## src/rtl/cmap_pkg.sv

```systemverilog
package cmap_pkg;

  // What the 0xA000 window currently shows; clock entries follow register order.
  typedef enum logic [2:0] {
    WIN_NONE = 3'd0,
    WIN_RAM  = 3'd1,
    WIN_SEC  = 3'd2,
    WIN_MIN  = 3'd3,
    WIN_HR   = 3'd4,
    WIN_DLO  = 3'd5,
    WIN_DHI  = 3'd6
  } win_map_e;

  // Upper three address bits of each 8 KiB range
  localparam logic [2:0] RG_ENABLE = 3'b000;
  localparam logic [2:0] RG_ROMBNK = 3'b001;
  localparam logic [2:0] RG_WINSEL = 3'b010;
  localparam logic [2:0] RG_LATCH  = 3'b011;
  localparam logic [2:0] RG_WINDOW = 3'b101;

  localparam logic [7:0] CLK_CODE_LO = 8'h08;
  localparam logic [7:0] CLK_CODE_HI = 8'h0C;
  localparam logic [3:0] ENABLE_KEY  = 4'hA;

endpackage

```

## src/rtl/cmap_ctrl.sv

```systemverilog
module cmap_ctrl
  import cmap_pkg::*;
#(
  parameter int ROM_BANK_W = 7,
  parameter int RAM_BANK_W = 2
) (
  input  logic                  clk,
  input  logic                  rst_n,
  input  logic                  wr,
  input  logic [2:0]            addr_hi,
  input  logic [7:0]            wdata,
  output logic                  acc_en,
  output logic [ROM_BANK_W-1:0] rom_bank,
  output logic [RAM_BANK_W-1:0] ram_bank,
  output win_map_e              win_map
);
  localparam int RAM_BANKS = 1 << RAM_BANK_W;

  logic [ROM_BANK_W-1:0] bank_req;
  logic                  ram_code, clk_code;
  win_map_e              clk_map;

  assign bank_req = wdata[ROM_BANK_W-1:0];
  assign ram_code = wdata < 8'(RAM_BANKS);
  assign clk_code = (wdata >= CLK_CODE_LO) && (wdata <= CLK_CODE_HI);
  assign clk_map  = win_map_e'(3'(wdata[2:0] + 3'd2));

  always_ff @(posedge clk) begin
    if (!rst_n) begin
      acc_en   <= 1'b0;
      rom_bank <= ROM_BANK_W'(1);
      ram_bank <= '0;
      win_map  <= WIN_NONE;
    end else if (wr) begin
      case (addr_hi)
        RG_ENABLE: acc_en <= (wdata[3:0] == ENABLE_KEY);
        RG_ROMBNK: rom_bank <= (bank_req == '0) ? ROM_BANK_W'(1) : bank_req;
        RG_WINSEL: begin
          if (ram_code) begin
            ram_bank <= wdata[RAM_BANK_W-1:0];
            win_map  <= WIN_RAM;
          end else if (clk_code) begin
            win_map  <= clk_map;
          end
        end
        default: ;
      endcase
    end
  end
endmodule

```

## src/rtl/cmap_latch.sv

```systemverilog
module cmap_latch (
  input  logic       clk,
  input  logic       rst_n,
  input  logic       lat_wr,
  input  logic [7:0] wdata,
  output logic       pulse
);
  logic prev_zero;

  always_ff @(posedge clk) begin
    if (!rst_n)      prev_zero <= 1'b0;
    else if (lat_wr) prev_zero <= (wdata == 8'h00);
  end

  assign pulse = lat_wr && prev_zero && (wdata == 8'h01);
endmodule

```

## src/rtl/cmap_xlate.sv

```systemverilog
module cmap_xlate
  import cmap_pkg::*;
#(
  parameter int ROM_BANK_W = 7,
  parameter int RAM_BANK_W = 2,
  localparam int ROM_AW    = ROM_BANK_W + 14,
  localparam int RAM_AW    = RAM_BANK_W + 13
) (
  input  logic [15:0]           addr,
  input  logic                  rd,
  input  logic                  wr,
  input  logic                  acc_en,
  input  logic [ROM_BANK_W-1:0] rom_bank,
  input  logic [RAM_BANK_W-1:0] ram_bank,
  input  win_map_e              win_map,
  output logic [ROM_AW-1:0]     rom_addr,
  output logic                  rom_rd,
  output logic [RAM_AW-1:0]     ram_addr,
  output logic                  ram_rd,
  output logic                  ram_we,
  output logic [2:0]            rtc_sel,
  output logic                  rtc_rd,
  output logic                  rtc_we,
  output logic                  open_rd
);
  logic in_win, ram_acc, clk_acc, clk_mapped;

  assign clk_mapped = (win_map >= WIN_SEC) && (win_map <= WIN_DHI);
  assign in_win     = (addr[15:13] == RG_WINDOW);
  assign ram_acc    = in_win && acc_en && (win_map == WIN_RAM);
  assign clk_acc    = in_win && acc_en && clk_mapped;

  always_comb begin
    rom_rd   = rd && !addr[15];
    rom_addr = addr[14] ? {rom_bank, addr[13:0]} : {{ROM_BANK_W{1'b0}}, addr[13:0]};
  end

  assign ram_addr = {ram_bank, addr[12:0]};
  assign ram_rd   = rd && ram_acc;
  assign ram_we   = wr && ram_acc;
  assign rtc_sel  = clk_mapped ? 3'(win_map - WIN_SEC) : 3'd0;
  assign rtc_rd   = rd && clk_acc;
  assign rtc_we   = wr && clk_acc;
  assign open_rd  = rd && in_win && !(ram_acc || clk_acc);
endmodule

```

## src/rtl/cart_mapper.sv

```systemverilog
module cart_mapper
  import cmap_pkg::*;
#(
  parameter int ROM_BANK_W = 7,
  parameter int RAM_BANK_W = 2,
  localparam int ROM_AW    = ROM_BANK_W + 14,
  localparam int RAM_AW    = RAM_BANK_W + 13
) (
  input  logic              clk,
  input  logic              rst_n,
  input  logic [15:0]       cpu_addr,
  input  logic [7:0]        cpu_wdata,
  input  logic              cpu_rd,
  input  logic              cpu_wr,
  output logic [ROM_AW-1:0] rom_addr,
  output logic              rom_rd,
  output logic [RAM_AW-1:0] ram_addr,
  output logic              ram_rd,
  output logic              ram_we,
  output logic [2:0]        rtc_sel,
  output logic              rtc_rd,
  output logic              rtc_we,
  output logic              rtc_latch,
  output logic              open_rd
);
  logic                  acc_en;
  logic [ROM_BANK_W-1:0] rom_bank;
  logic [RAM_BANK_W-1:0] ram_bank;
  win_map_e              win_map;
  logic                  ctl_wr, lat_wr;

  assign ctl_wr = cpu_wr && !cpu_addr[15];
  assign lat_wr = cpu_wr && (cpu_addr[15:13] == RG_LATCH);

  cmap_ctrl #(.ROM_BANK_W(ROM_BANK_W), .RAM_BANK_W(RAM_BANK_W)) u_ctrl (
    .clk      (clk),
    .rst_n    (rst_n),
    .wr       (ctl_wr),
    .addr_hi  (cpu_addr[15:13]),
    .wdata    (cpu_wdata),
    .acc_en   (acc_en),
    .rom_bank (rom_bank),
    .ram_bank (ram_bank),
    .win_map  (win_map)
  );

  cmap_latch u_latch (
    .clk    (clk),
    .rst_n  (rst_n),
    .lat_wr (lat_wr),
    .wdata  (cpu_wdata),
    .pulse  (rtc_latch)
  );

  cmap_xlate #(.ROM_BANK_W(ROM_BANK_W), .RAM_BANK_W(RAM_BANK_W)) u_xlate (
    .addr     (cpu_addr),
    .rd       (cpu_rd),
    .wr       (cpu_wr),
    .acc_en   (acc_en),
    .rom_bank (rom_bank),
    .ram_bank (ram_bank),
    .win_map  (win_map),
    .rom_addr (rom_addr),
    .rom_rd   (rom_rd),
    .ram_addr (ram_addr),
    .ram_rd   (ram_rd),
    .ram_we   (ram_we),
    .rtc_sel  (rtc_sel),
    .rtc_rd   (rtc_rd),
    .rtc_we   (rtc_we),
    .open_rd  (open_rd)
  );
endmodule

```

## config.mk

```make
export PLATFORM = sky130hd
export DESIGN_NAME = cart_mapper
export DESIGN_NICKNAME = d
export VERILOG_FILES = /design/src/rtl/cmap_pkg.sv /design/src/rtl/cmap_ctrl.sv /design/src/rtl/cmap_latch.sv /design/src/rtl/cmap_xlate.sv /design/src/rtl/cart_mapper.sv
export SDC_FILE = /design/constraint.sdc
export NUM_CORES = 1
export LEC_CHECK = 0
export CAP_MARGIN = 10
export CORE_UTILIZATION = 60
export CTS_BUF_LIST = sky130_fd_sc_hd__clkbuf_2 sky130_fd_sc_hd__clkbuf_4 sky130_fd_sc_hd__clkbuf_8
export DETAILED_ROUTE_END_ITERATION = 8
export DONT_BUFFER_PORTS = 1
export PLACE_DENSITY_LB_ADDON = 0.2
export SYNTH_ARGS = -nofsm -noshare
export SYNTH_HDL_FRONTEND = slang
export SYNTH_SLANG_ARGS = --single-unit
export TNS_END_PERCENT = 50
```

## constraint.sdc

```tcl
create_clock -name clk -period 2 [get_ports clk]
set_input_delay 0.2 -clock clk [delete_from_list [all_inputs] [get_ports clk]]
set_output_delay 0.2 -clock clk [all_outputs]
set_load 0.005 [all_outputs]
```

# ---- Word-level counts from Yosys, hierarchy flattened
# Cells that the tools add are included.
dict set report word_totals {
  register_bits 14
  inputBits 28
}
dict set report op_classes {
  addsub 2
  n_eq_ne 7
  magnitude_cmp 5
  muxes 5
  reduce_logical 27
}
# cell n
set op_table {}
lappend op_table {{$mux W21} 1}
lappend op_table {{$logic_and A1 B1 Y1} 16}
lappend op_table {{$mux W3} 3}
lappend op_table {{$eq A8 B1 Y1 const B} 1}
lappend op_table {{$ge A8 B4 Y1 const B} 1}
lappend op_table {{$le A8 B4 Y1 const B} 1}
lappend op_table {{$logic_not A8 Y1} 1}
lappend op_table {{$lt A8 B3 Y1 const B} 1}
lappend op_table {{$logic_not A7 Y1} 1}
lappend op_table {{$mux W7} 1}
lappend op_table {{$eq A3 B1 Y1 const B} 2}
lappend op_table {{$eq A3 B2 Y1 const B} 2}
lappend op_table {{$reduce_and A3 Y1} 2}
lappend op_table {{$eq A4 B4 Y1 const B} 1}
lappend op_table {{$reduce_and A2 Y1} 2}
lappend op_table {{$add A3 B2 Y3 const B} 1}
lappend op_table {{$eq A3 B3 Y1 const B} 1}
lappend op_table {{$ge A3 B2 Y1 const B} 1}
lappend op_table {{$le A3 B3 Y1 const B} 1}
lappend op_table {{$logic_not A3 Y1} 1}
lappend op_table {{$sub A3 B2 Y3 const B} 1}
lappend op_table {{$logic_not A1 Y1} 2}
lappend op_table {{$reduce_bool A2 Y1} 1}
lappend op_table {{$logic_or A1 B1 Y1} 1}

# ---- Depth between registers and ports, before layout
# Gate-level depths: netlist of the first run.
dict set report depth {
  depth_word 6
  mapped_depth 6
  mapped_depth_nobuf 6
}

# ---- Modules after synthesis
# From an unflattened synthesis of the first run, not the netlist that was laid out.
dict set report unflattened {
  cells_unflattened 130
  area_unflattened_um2 1138.6
}
# module n_inst cells_per_inst area_each_um2
set modules_own_cells {}
lappend modules_own_cells {cmap_ctrl 1 59 615.6}
lappend modules_own_cells {cmap_xlate 1 61 429.2}
lappend modules_own_cells {cmap_latch 1 8 75.1}
lappend modules_own_cells {cart_mapper 1 2 18.8}

# ---- Least setup slack after synthesis of the first run
# OpenSTA, ideal clock, no wires.
dict set report synth_timing {
  kind {flip-flop to output port}
  startpoint {reg u_ctrl.win_map[1]}
  endpoint {out rtc_rd}
  n_path_buf 0
  path_slack_ps 387
  stages_incl_launch_ff 7
  arrival_time_ps 1413
  path_cell_list {dfxtp_1 inv_1 ha_1 o21a_1 a221o_1 nor2_1 and2_1}
}
dict set report synth_between {
  elab_chain_len 4
}
# item line
set synth_rtl {}
lappend synth_rtl {{start, declared} cmap_ctrl.sv:15} ;# output win_map_e win_map
lappend synth_rtl {{start signal, assigned} cmap_ctrl.sv:43} ;# win_map <= clk_map;
lappend synth_rtl {{$ge A3 B2 Y1 or $le A3 B3 Y1 (tied branches)} cmap_xlate.sv:28} ;# assign clk_mapped = (win_map >= WIN_SEC) && (win_map <= WIN_DHI);
lappend synth_rtl {{$logic_and A1 B1 Y1 *} cmap_xlate.sv:28}
lappend synth_rtl {{$logic_and A1 B1 Y1 *} cmap_xlate.sv:31} ;# assign clk_acc = in_win && acc_en && clk_mapped;
lappend synth_rtl {{$logic_and A1 B1 Y1 *} cmap_xlate.sv:42} ;# assign rtc_rd = rd && clk_acc;
lappend synth_rtl {{end, declared} cart_mapper.sv:21} ;# output logic rtc_rd,
# Every way passes the cells marked *; elsewhere a longest branch is shown, timed or not.

# ---- Worst setup path in the final report of the first run
# Same ends and word-level chain as after synthesis.

==> results.md, run 1 <==
Placement:
- At the end of routability-driven placement, the weighted congestion stood at 0.7623.
- The number of buffers inserted by port buffering is 0.
- Counting tap cells, the placed design contains a total of 120 instances.
- The HPWL after detailed placement is 1409 um.

Synth:
- The leading register cell type out of synthesis is sky130_fd_sc_hd__dfxtp_1.
- Summing every instance area after synthesis gives 1089 sq um.
- The distinct cell type count of the synthesized netlist is 34.
- Yosys printed 0 warnings.
- In this run, synthesis produced a sequential element count of 14.
- The post-synthesis average cell area is 8.639 sq um.
- Synthesis produced 126 cells.
- After synthesis, flip-flops and latches occupy 25.75% of the total area.
- In the synthesized netlist the async set-or-reset flop fraction comes to 0%.
- The net count after synthesis is 157.
- The number of enable flip-flop cells after synthesis is 0.

STA:
- The final max-slew violation count was 0.
- The worst relative slew slack is 71.93%.
- Setup repair after global routing left no endpoint under its margin.
- The number of endpoints with negative hold slack in the final report is 0.
- The achievable frequency is 526.6 MHz.
- For the pin with the worst max-slew slack, the measured transition is 417.1 ps.
- The clock tree skew after final layout is 0 ps.
- Of the available clock period, the critical path in the final layout requires 94.95%.
- The final critical-path required period is 1899 ps.
- The final setup TNS is 0 ps.
- The number of endpoints failing setup at the final stage is 0.

Power and ir drop:
- The completed layout was analyzed and its total power is 513.3 uW.
- The cell leakage power is 0.0003291 uW.
- The power density over cell area is 542.0 nW/um^2.
- IR analysis of the VDD net gives a maximum drop of 0.0003882 V.

GRT:
- The via count of the first global-routing pass was 712.
- The initial antenna violation count is 0.
- The maximum number of pins on one net before global-route repair is 15.
- The total overflow reported by the global router is 0.
- Global routing used 20.56% of the available tracks.
- The first global-routing pass estimated 3029 um of wire.

Critical path:
- The kind of critical path is reg -> out.
- The critical path required time is 1800 ps.
- For the worst flop-to-flop path, the logic depth is 3.
- Of all nets on the critical path, the largest fanout is 7.
- The signal arrival time at the worst endpoint is 1700 ps.
- The worst register-to-register path ends at u_latch.prev_zero.
- The minimum setup slack among reg-to-reg paths is 1310 ps.
- The launching element type of the critical path is a flop.
- The sort of element at the end of the critical path is a primary output.
- The launch point of the critical path is u_ctrl.win_map[1].
- Following the worst setup path forward leads to its endpoint at rtc_rd.
- The startpoint of the lowest-slack register-to-register path is u_latch.prev_zero.

Drt:
- The average vias per placed instance is 5.864.
- In this run, the number of DRC markers left after iteration 0 of detailed routing was 7.
- The detailed-route wire length per cell is 15.00 um.
- Across all layers, the routed design uses 733 vias.
- The total wirelength of the detailed-routed design is 1875 um.
- The residual DRC count is 0.
- The count of nets left with antenna violations after detail routing is 0.
- Before antenna repair, the detailed router went through 4 iterations.

Finish:
- Compared with the post-synthesis result, the final layout area differs by -12.99%.
- The number of antenna cells inserted is 0.
- The ratio of cells with drive above 1 in the final layout is 11.00%.
- The layout net count is 132.
- The non-filler instance count after layout is 125.
- After filler insertion, the fill cell instance count of the layout stands at 180.
- Leaving out fill and tap cells, the most frequent cells in the layout are sky130_fd_sc_hd__and2_1, sky130_fd_sc_hd__nor2b_1, sky130_fd_sc_hd__dfxtp_1.

Clocking:
- The clock transition at the register clock pins on the worst setup and hold paths after CTS is 80 ps.
- Buffers inserted during clock tree synthesis total 3.
- The maximum clock insertion buffer count is 2.
- The H-tree depth reported by CTS is 1.
- TritonCTS built the clock tree.
- The insertion delay of the later-clocked pin in the worst-skew pair is 270 ps.
- Counting every sink on the clock net gives 14.
- The clock tree root driver cell is sky130_fd_sc_hd__clkbuf_4.

Floorplanning:
- The chip height is 44.60 um.
- The effective utilization at floorplan is 63.74%.
- The site row count is 15.
- The x dimension of the die is 44.60 um.
- The total area inside the core boundary comes to 1708 sq um.
- The area enclosed by the die boundary is 1989 sq um.
- 74 I/O pins were placed.

Worst hold path:
- The launch instance of the worst min-delay path is rst_n.
- The path class of the lowest-slack min-delay path is in -> reg.

Outcome:
- The flow ran to the end, and the final reports show no timing, DRC or antenna violations.

Job:
- The max-cap check violation count is 0.
-- state kept, by name (all words and copies together), names as in the netlist --
name and cells:
u_ctrl.rom_bank 7, u_ctrl.acc_en 1, u_ctrl.ram_bank 2, u_ctrl.win_map 3, u_latch.prev_zero 1
-- worst max-delay path, cell delays in order, from the launching register on --
cell,delay [ps]
sky130_fd_sc_hd__dfxtp_4,390
sky130_fd_sc_hd__inv_1,50
sky130_fd_sc_hd__ha_1,200
sky130_fd_sc_hd__o21a_1,180
sky130_fd_sc_hd__a221o_1,310
sky130_fd_sc_hd__nor2_2,140
sky130_fd_sc_hd__and2_1,150
-- cell usage after synthesis, drive strengths merged (2+ instances only) --
cell    count  area, sq um
a21oi       2        10.01
and2       13        81.33
buf        29        219.0
clkbuf      2        7.510
dfxtp      14        280.3
ha          3        37.54
inv         4        15.01
mux2i      10        100.1
nand2       4        15.01
nand3       3        15.01
nand3b      2        15.01
nor2        6        22.52
nor2b      12        75.07
nor4        4        25.02
or4         2        22.52
-- worst min-delay path by stage --
| stage | end | slack [ps] | cells after the start |
|---|---|---|---|
| after CTS | u_latch.prev_zero | 40 | 1 |
| after global placement | u_ctrl.rom_bank[0] | 280 | 1 |
| after floorplan | u_ctrl.rom_bank[3] | 330 | 1 |
| after global routing | u_ctrl.win_map[0] | 40 | 1 |
| final | u_latch.prev_zero | 50 | 1 |
| after detailed placement | u_ctrl.rom_bank[0] | 280 | 1 |
-- layout make-up --
type	count	area, sq um	share of cell area (%)
clock buffers	4	36.28	3.831
inverters	4	15.01	1.585
multi-input cells	77	569.3	60.11
repair buffers	1	10.01	1.057
flip-flops and latches	14	285.3	30.12
well taps	25	31.28	3.303
-- cells by family (layout without fill, tap and decap cells) --
family	count (synthesis)	in the layout	synth area share, %
flip-flops	14	14	25.75
buffers and inverters	35	9	22.18
adder cells (fa/ha/maj)	3	3	3.449
multiplexers	10	10	9.196
XOR/XNOR	1	1	0.8047
AO/OA/AOI/OAI	9	9	7.932
AND/OR/NAND/NOR	54	54	30.69
-- where the power goes --
| part | internal (uW) | total (uW) | switching [uW] |
|---|---|---|---|
| clock | 111 | 199 | 88.3 |
| combinational | 19.6 | 32.4 | 12.9 |
| sequential | 280 | 282 | 1.47 |
| total | 411 | 513 | 103 |
-- timing repair --
| item | CTS | global route |
|---|---|---|
| cloned | 0 | 0 |
| setup buffers | 0 | 0 |
| hold buffers | 1 | 0 |
| endpoints found under the hold margin | 1 | 0 |
| resized for setup | 2 | 2 |
| endpoints found under the setup margin | 2 | 2 |
-- metrics by stage --
stage | instance area [sq um] | hold WS [ps] | worst slack [ps] | util (%)
2_1_floorplan | 1089 | 328.2 | 387.1 | -
3_5_place_dp | 893.4 | 284.3 | 283.0 | 52.31
6_report | 947.2 | 45.10 | 101.0 | 55.46
5_1_grt | 947.2 | 35.71 | 5.707 | 55.46
4_1_cts | 942.2 | 35.18 | 35.60 | 55.16
3_3_place_gp | 893.4 | 278.7 | 334.7 | 52.31
-- layer usage --
| metal | track usage (%) | vias to the layer above | routed length, um |
|---|---|---|---|
| li1 | - | 347 | - |
| met1 | 25.37 | 337 | 812 |
| met2 | 30.88 | 43 | 841 |
| met5 | 0 | - | 0 |
| met4 | 11.52 | 0 | 19 |
| met3 | 7.347 | 6 | 202 |
(Power assumes the default switching activity.)
==> inputs of run 2 (changes only) <==
CTS_BUF_LIST = sky130_fd_sc_hd__clkbuf_4 sky130_fd_sc_hd__clkbuf_8   (was sky130_fd_sc_hd__clkbuf_2 sky130_fd_sc_hd__clkbuf_4 sky130_fd_sc_hd__clkbuf_8)
PLACE_DENSITY = 0.87   (was default)
PLACE_DENSITY_LB_ADDON = default   (was 0.2)
==> results.md, run 2 (synthesis gave the netlist of run 1 again) <==
Clocking:
- The CTS tree is built.
- The maximum clock insertion buffer count is 2 (unchanged).
- The clock transition at the register clock pins on the worst setup and hold paths after CTS is 80 ps (about the same).
- The insertion delay of the later-clocked pin in the worst-skew pair came to 270 ps (about the same).
- The clock net sink count is 14 (unchanged).
- The H-tree depth reported by CTS came to 1 (unchanged).
- The number of clock buffers inserted by TritonCTS is 3 (unchanged).
- CTS placed an instance of sky130_fd_sc_hd__clkbuf_4 at the clock tree root.

Finish:
- The number of antenna cells inserted came to 0 (unchanged).
- The number of fill cells is 164 (-8.9%).
- The final cell utilization of the core was 56.19% (+0.73 points).
- The area taken by flip-flops and latches is 287.8 sq um (+0.88%).
- The area of all placed cells without fillers is 959.7 sq um (+1.3%).
- The layout net count is 133 (+0.76%).
- Counting flops per register, the top entry is u_ctrl.rom_bank.
- The area of the multi-input gates is 571.8 sq um (+0.44%).
- The flip-flop count of the largest register after layout was 7 (unchanged).
- In the final layout, the registers with the most flip-flops are u_ctrl.rom_bank x7, u_ctrl.win_map x3, u_ctrl.ram_bank x2.
- Compared with the post-synthesis result, the final layout area differs by -11.84%.
- The top cell types in the final layout, fill and taps aside, are sky130_fd_sc_hd__nor2b_1, sky130_fd_sc_hd__dfxtp_1, sky130_fd_sc_hd__and2_1.
- The ratio of cells with drive above 1 in the final layout is 12.87% (+1.9 points).

Power and ir drop:
- The reported net switching power is 101.4 uW (-1.2%).
- The cell leakage power came to 0.0003362 uW (+2.2%).
- The sequential power share is 54.9% (about the same).
- The power density over cell area is 532.2 nW/um^2 (-1.8%).
- The clock network fraction of design power is 38.7% (about the same).
- The proportion of power drawn by combinational gates is 6.3% (about the same).
- The internal power component is 409.3 uW (-0.33%).
- The proportion of total power due to net switching is 19.86% (-0.14 points).
- The maximum ir drop on the vdd rail came to 0.0003761 V (-3.1%).

Worst hold path:
- The path class of the tightest hold or removal check is in -> reg.
- The launch instance of the worst min-delay path is rst_n.
- For hold timing, the worst endpoint is u_ctrl.rom_bank[3].
- The count of cells along the worst hold path is 1 (unchanged).

GRT:
- The global router's overall resource usage came to 18.80% (-1.8 points).
- The via count of the first global-routing pass is 659 (-7.4%).
- The initial antenna violation count is 0 (unchanged).
- The first-pass GRT wire length is 2739 um (-9.6%).
- The total overflow reported by the global router was 0 (unchanged).
- The maximum number of pins on one net before global-route repair is 15 (unchanged).

Critical path:
- The depth of the worst register-to-register path is 3 (unchanged).
- The startpoint identified for the worst register-to-register timing path is u_latch.prev_zero.
- The sort of element at the end of the critical path is a primary output.
- The capture instance of the worst register-to-register path is u_latch.prev_zero.
- The signal arrival time at the worst endpoint was 1680 ps (-20 ps).
- The launching element type of the critical path is a flop.
- The minimum setup slack among reg-to-reg paths came to 1320 ps (about the same).
- The cell at the slowest stage of the critical path is sky130_fd_sc_hd__dfxtp_4.
- The critical path required time was 1800 ps (about the same).
- The maximum fanout encountered on the critical timing path was 5 (-2).
- The longest individual stage delay on the worst path is 370 ps (-20 ps).
- Traced cell by cell, the critical path runs through inv_1 > ha_1 > o21a_1 > a221o_1 > nor2_2 > and2_4.
- The kind of critical path is reg -> out.

Drt:
- The number of DRC markers in iteration 0 was 14 (+7).
- The detailed-route wire length per cell was 14.34 um (-4.4%).
- The total wirelength of the detailed-routed design is 1807 um (-3.6%).
- The residual DRC count is 0 (unchanged).
- The count of nets left with antenna violations after detail routing is 0 (unchanged).
- The detailed-router iteration count before antenna repair is 4 (unchanged).
- The average vias per placed instance is 5.698 (-2.8%).
- The via count was 718 (-2.0%).

STA:
- The number of endpoints failing setup at the final stage is 0 (unchanged).
- The final critical-path required period is 1877 ps (-21.78 ps).
- The period utilization came to 93.86% (-1.1 points).
- The transition time at the pin with the least slew margin was 434.8 ps (+17.65 ps).
- The clock tree skew after final layout is 0 ps (unchanged).
- The achievable frequency is 532.7 MHz (+1.2%).
- The worst relative slew slack is 71.01% (-0.92 points).
- The final max-slew violation count is 0 (unchanged).
- The number of endpoints with negative hold slack in the final report is 0 (unchanged).
- The final setup TNS came to 0 ps (unchanged).
- The worst slack on hold paths is 47.98 ps (+2.872 ps).
- The least setup slack across all paths after layout is 122.7 ps (+21.78 ps).

Floorplanning:
- The effective utilization at floorplan is 63.74% (unchanged).
- The site row count is 15 (unchanged).
- The area of the core region is 1708 sq um (unchanged).
- The x dimension of the die is 44.60 um (unchanged).
- The count of pins on the block boundary was 74 (unchanged).
- The area enclosed by the die boundary is 1989 sq um (unchanged).
- The chip height is 44.60 um (unchanged).

Placement:
- The HPWL after detailed placement is 1309 um (-7.1%).
- The total cell area at the placement stage was 893.4 sq um (unchanged).
- The number of buffers inserted by port buffering is 0 (unchanged).
- The setup slack at placement came to 250.8 ps (-32.26 ps).
- The routability-driven placement congestion ratio came to 0.8070 (+5.9%).

Outcome:
- The run finished with clean final reports.

Job:
- The max-cap check violation count is 0 (unchanged).
[run 2: changes by cell type in the layout (fill, tap and decap cells not counted)]
cell	change
sky130_fd_sc_hd__and2_1	-1
sky130_fd_sc_hd__and2_4	+1
sky130_fd_sc_hd__buf_4	+1
sky130_fd_sc_hd__dfxtp_2	-1
sky130_fd_sc_hd__dfxtp_4	+1
[run 2: critical path: cells and delay by family (launching register included)]
family	cells	cell delay [ps]
flip-flops	1	370
adder cells (fa/ha/maj)	1	200
AO/OA/AOI/OAI	2	490
AND/OR/NAND/NOR	2	290
buffers and inverters	1	40
[run 2: how the worst max path moves through the flow]
stage,start,end,slack (ps),cells past startpoint
2_1_floorplan,u_ctrl.win_map[1],rtc_rd,390,6
3_3_place_gp,u_ctrl.win_map[1],rtc_we,340,6
3_5_place_dp,u_ctrl.win_map[1],rtc_rd,250,6
4_1_cts,u_ctrl.win_map[1],rtc_rd,10,6
5_1_grt,u_ctrl.win_map[1],rtc_we,-6,6
6_report,u_ctrl.win_map[1],rtc_rd,120,6
[run 2: cell type report]
class | instances | area share (%)
multi-input combinational | 77 | 59.58
sequential | 14 | 29.99
tap | 25 | 3.259
clock buffer | 4 | 3.781
inverter | 4 | 1.565
timing repair buffer | 2 | 1.825
[run 2: stage by stage]
stage                     cells  power [uW]
after floorplan             126       368.5
after global placement      120       319.9
after detailed placement    120       320.5
after CTS                   125       521.3
after global routing        126       540.2
final                       126       510.7
[run 2: per-layer routing]
metal | share of wire, % | wire, um | global-route usage (%)
met1 | 43 | 783 | 23.44
met2 | 45 | 818 | 29.41
met3 | 11 | 193 | 6.531
met4 | 0.61 | 11 | 7.879
met5 | 0 | 0 | 0
[run 2: power groups by stage]
stage	logic [uW]	clock network (uW)	registers, uW
finish	32.4	198	281
global route	35.5	224	281
CTS	32.4	206	283
detailed placement	30.7	0	290
global placement	30.3	0	290
floorplan	79.2	0	289
[run 2: what timing repair did]
item,CTS,global route
pin swaps,0,1
hold endpoints to repair,1,0
resized for setup,2,4
setup endpoints to repair,2,3
hold buffers,1,0
buffers inserted,0,1
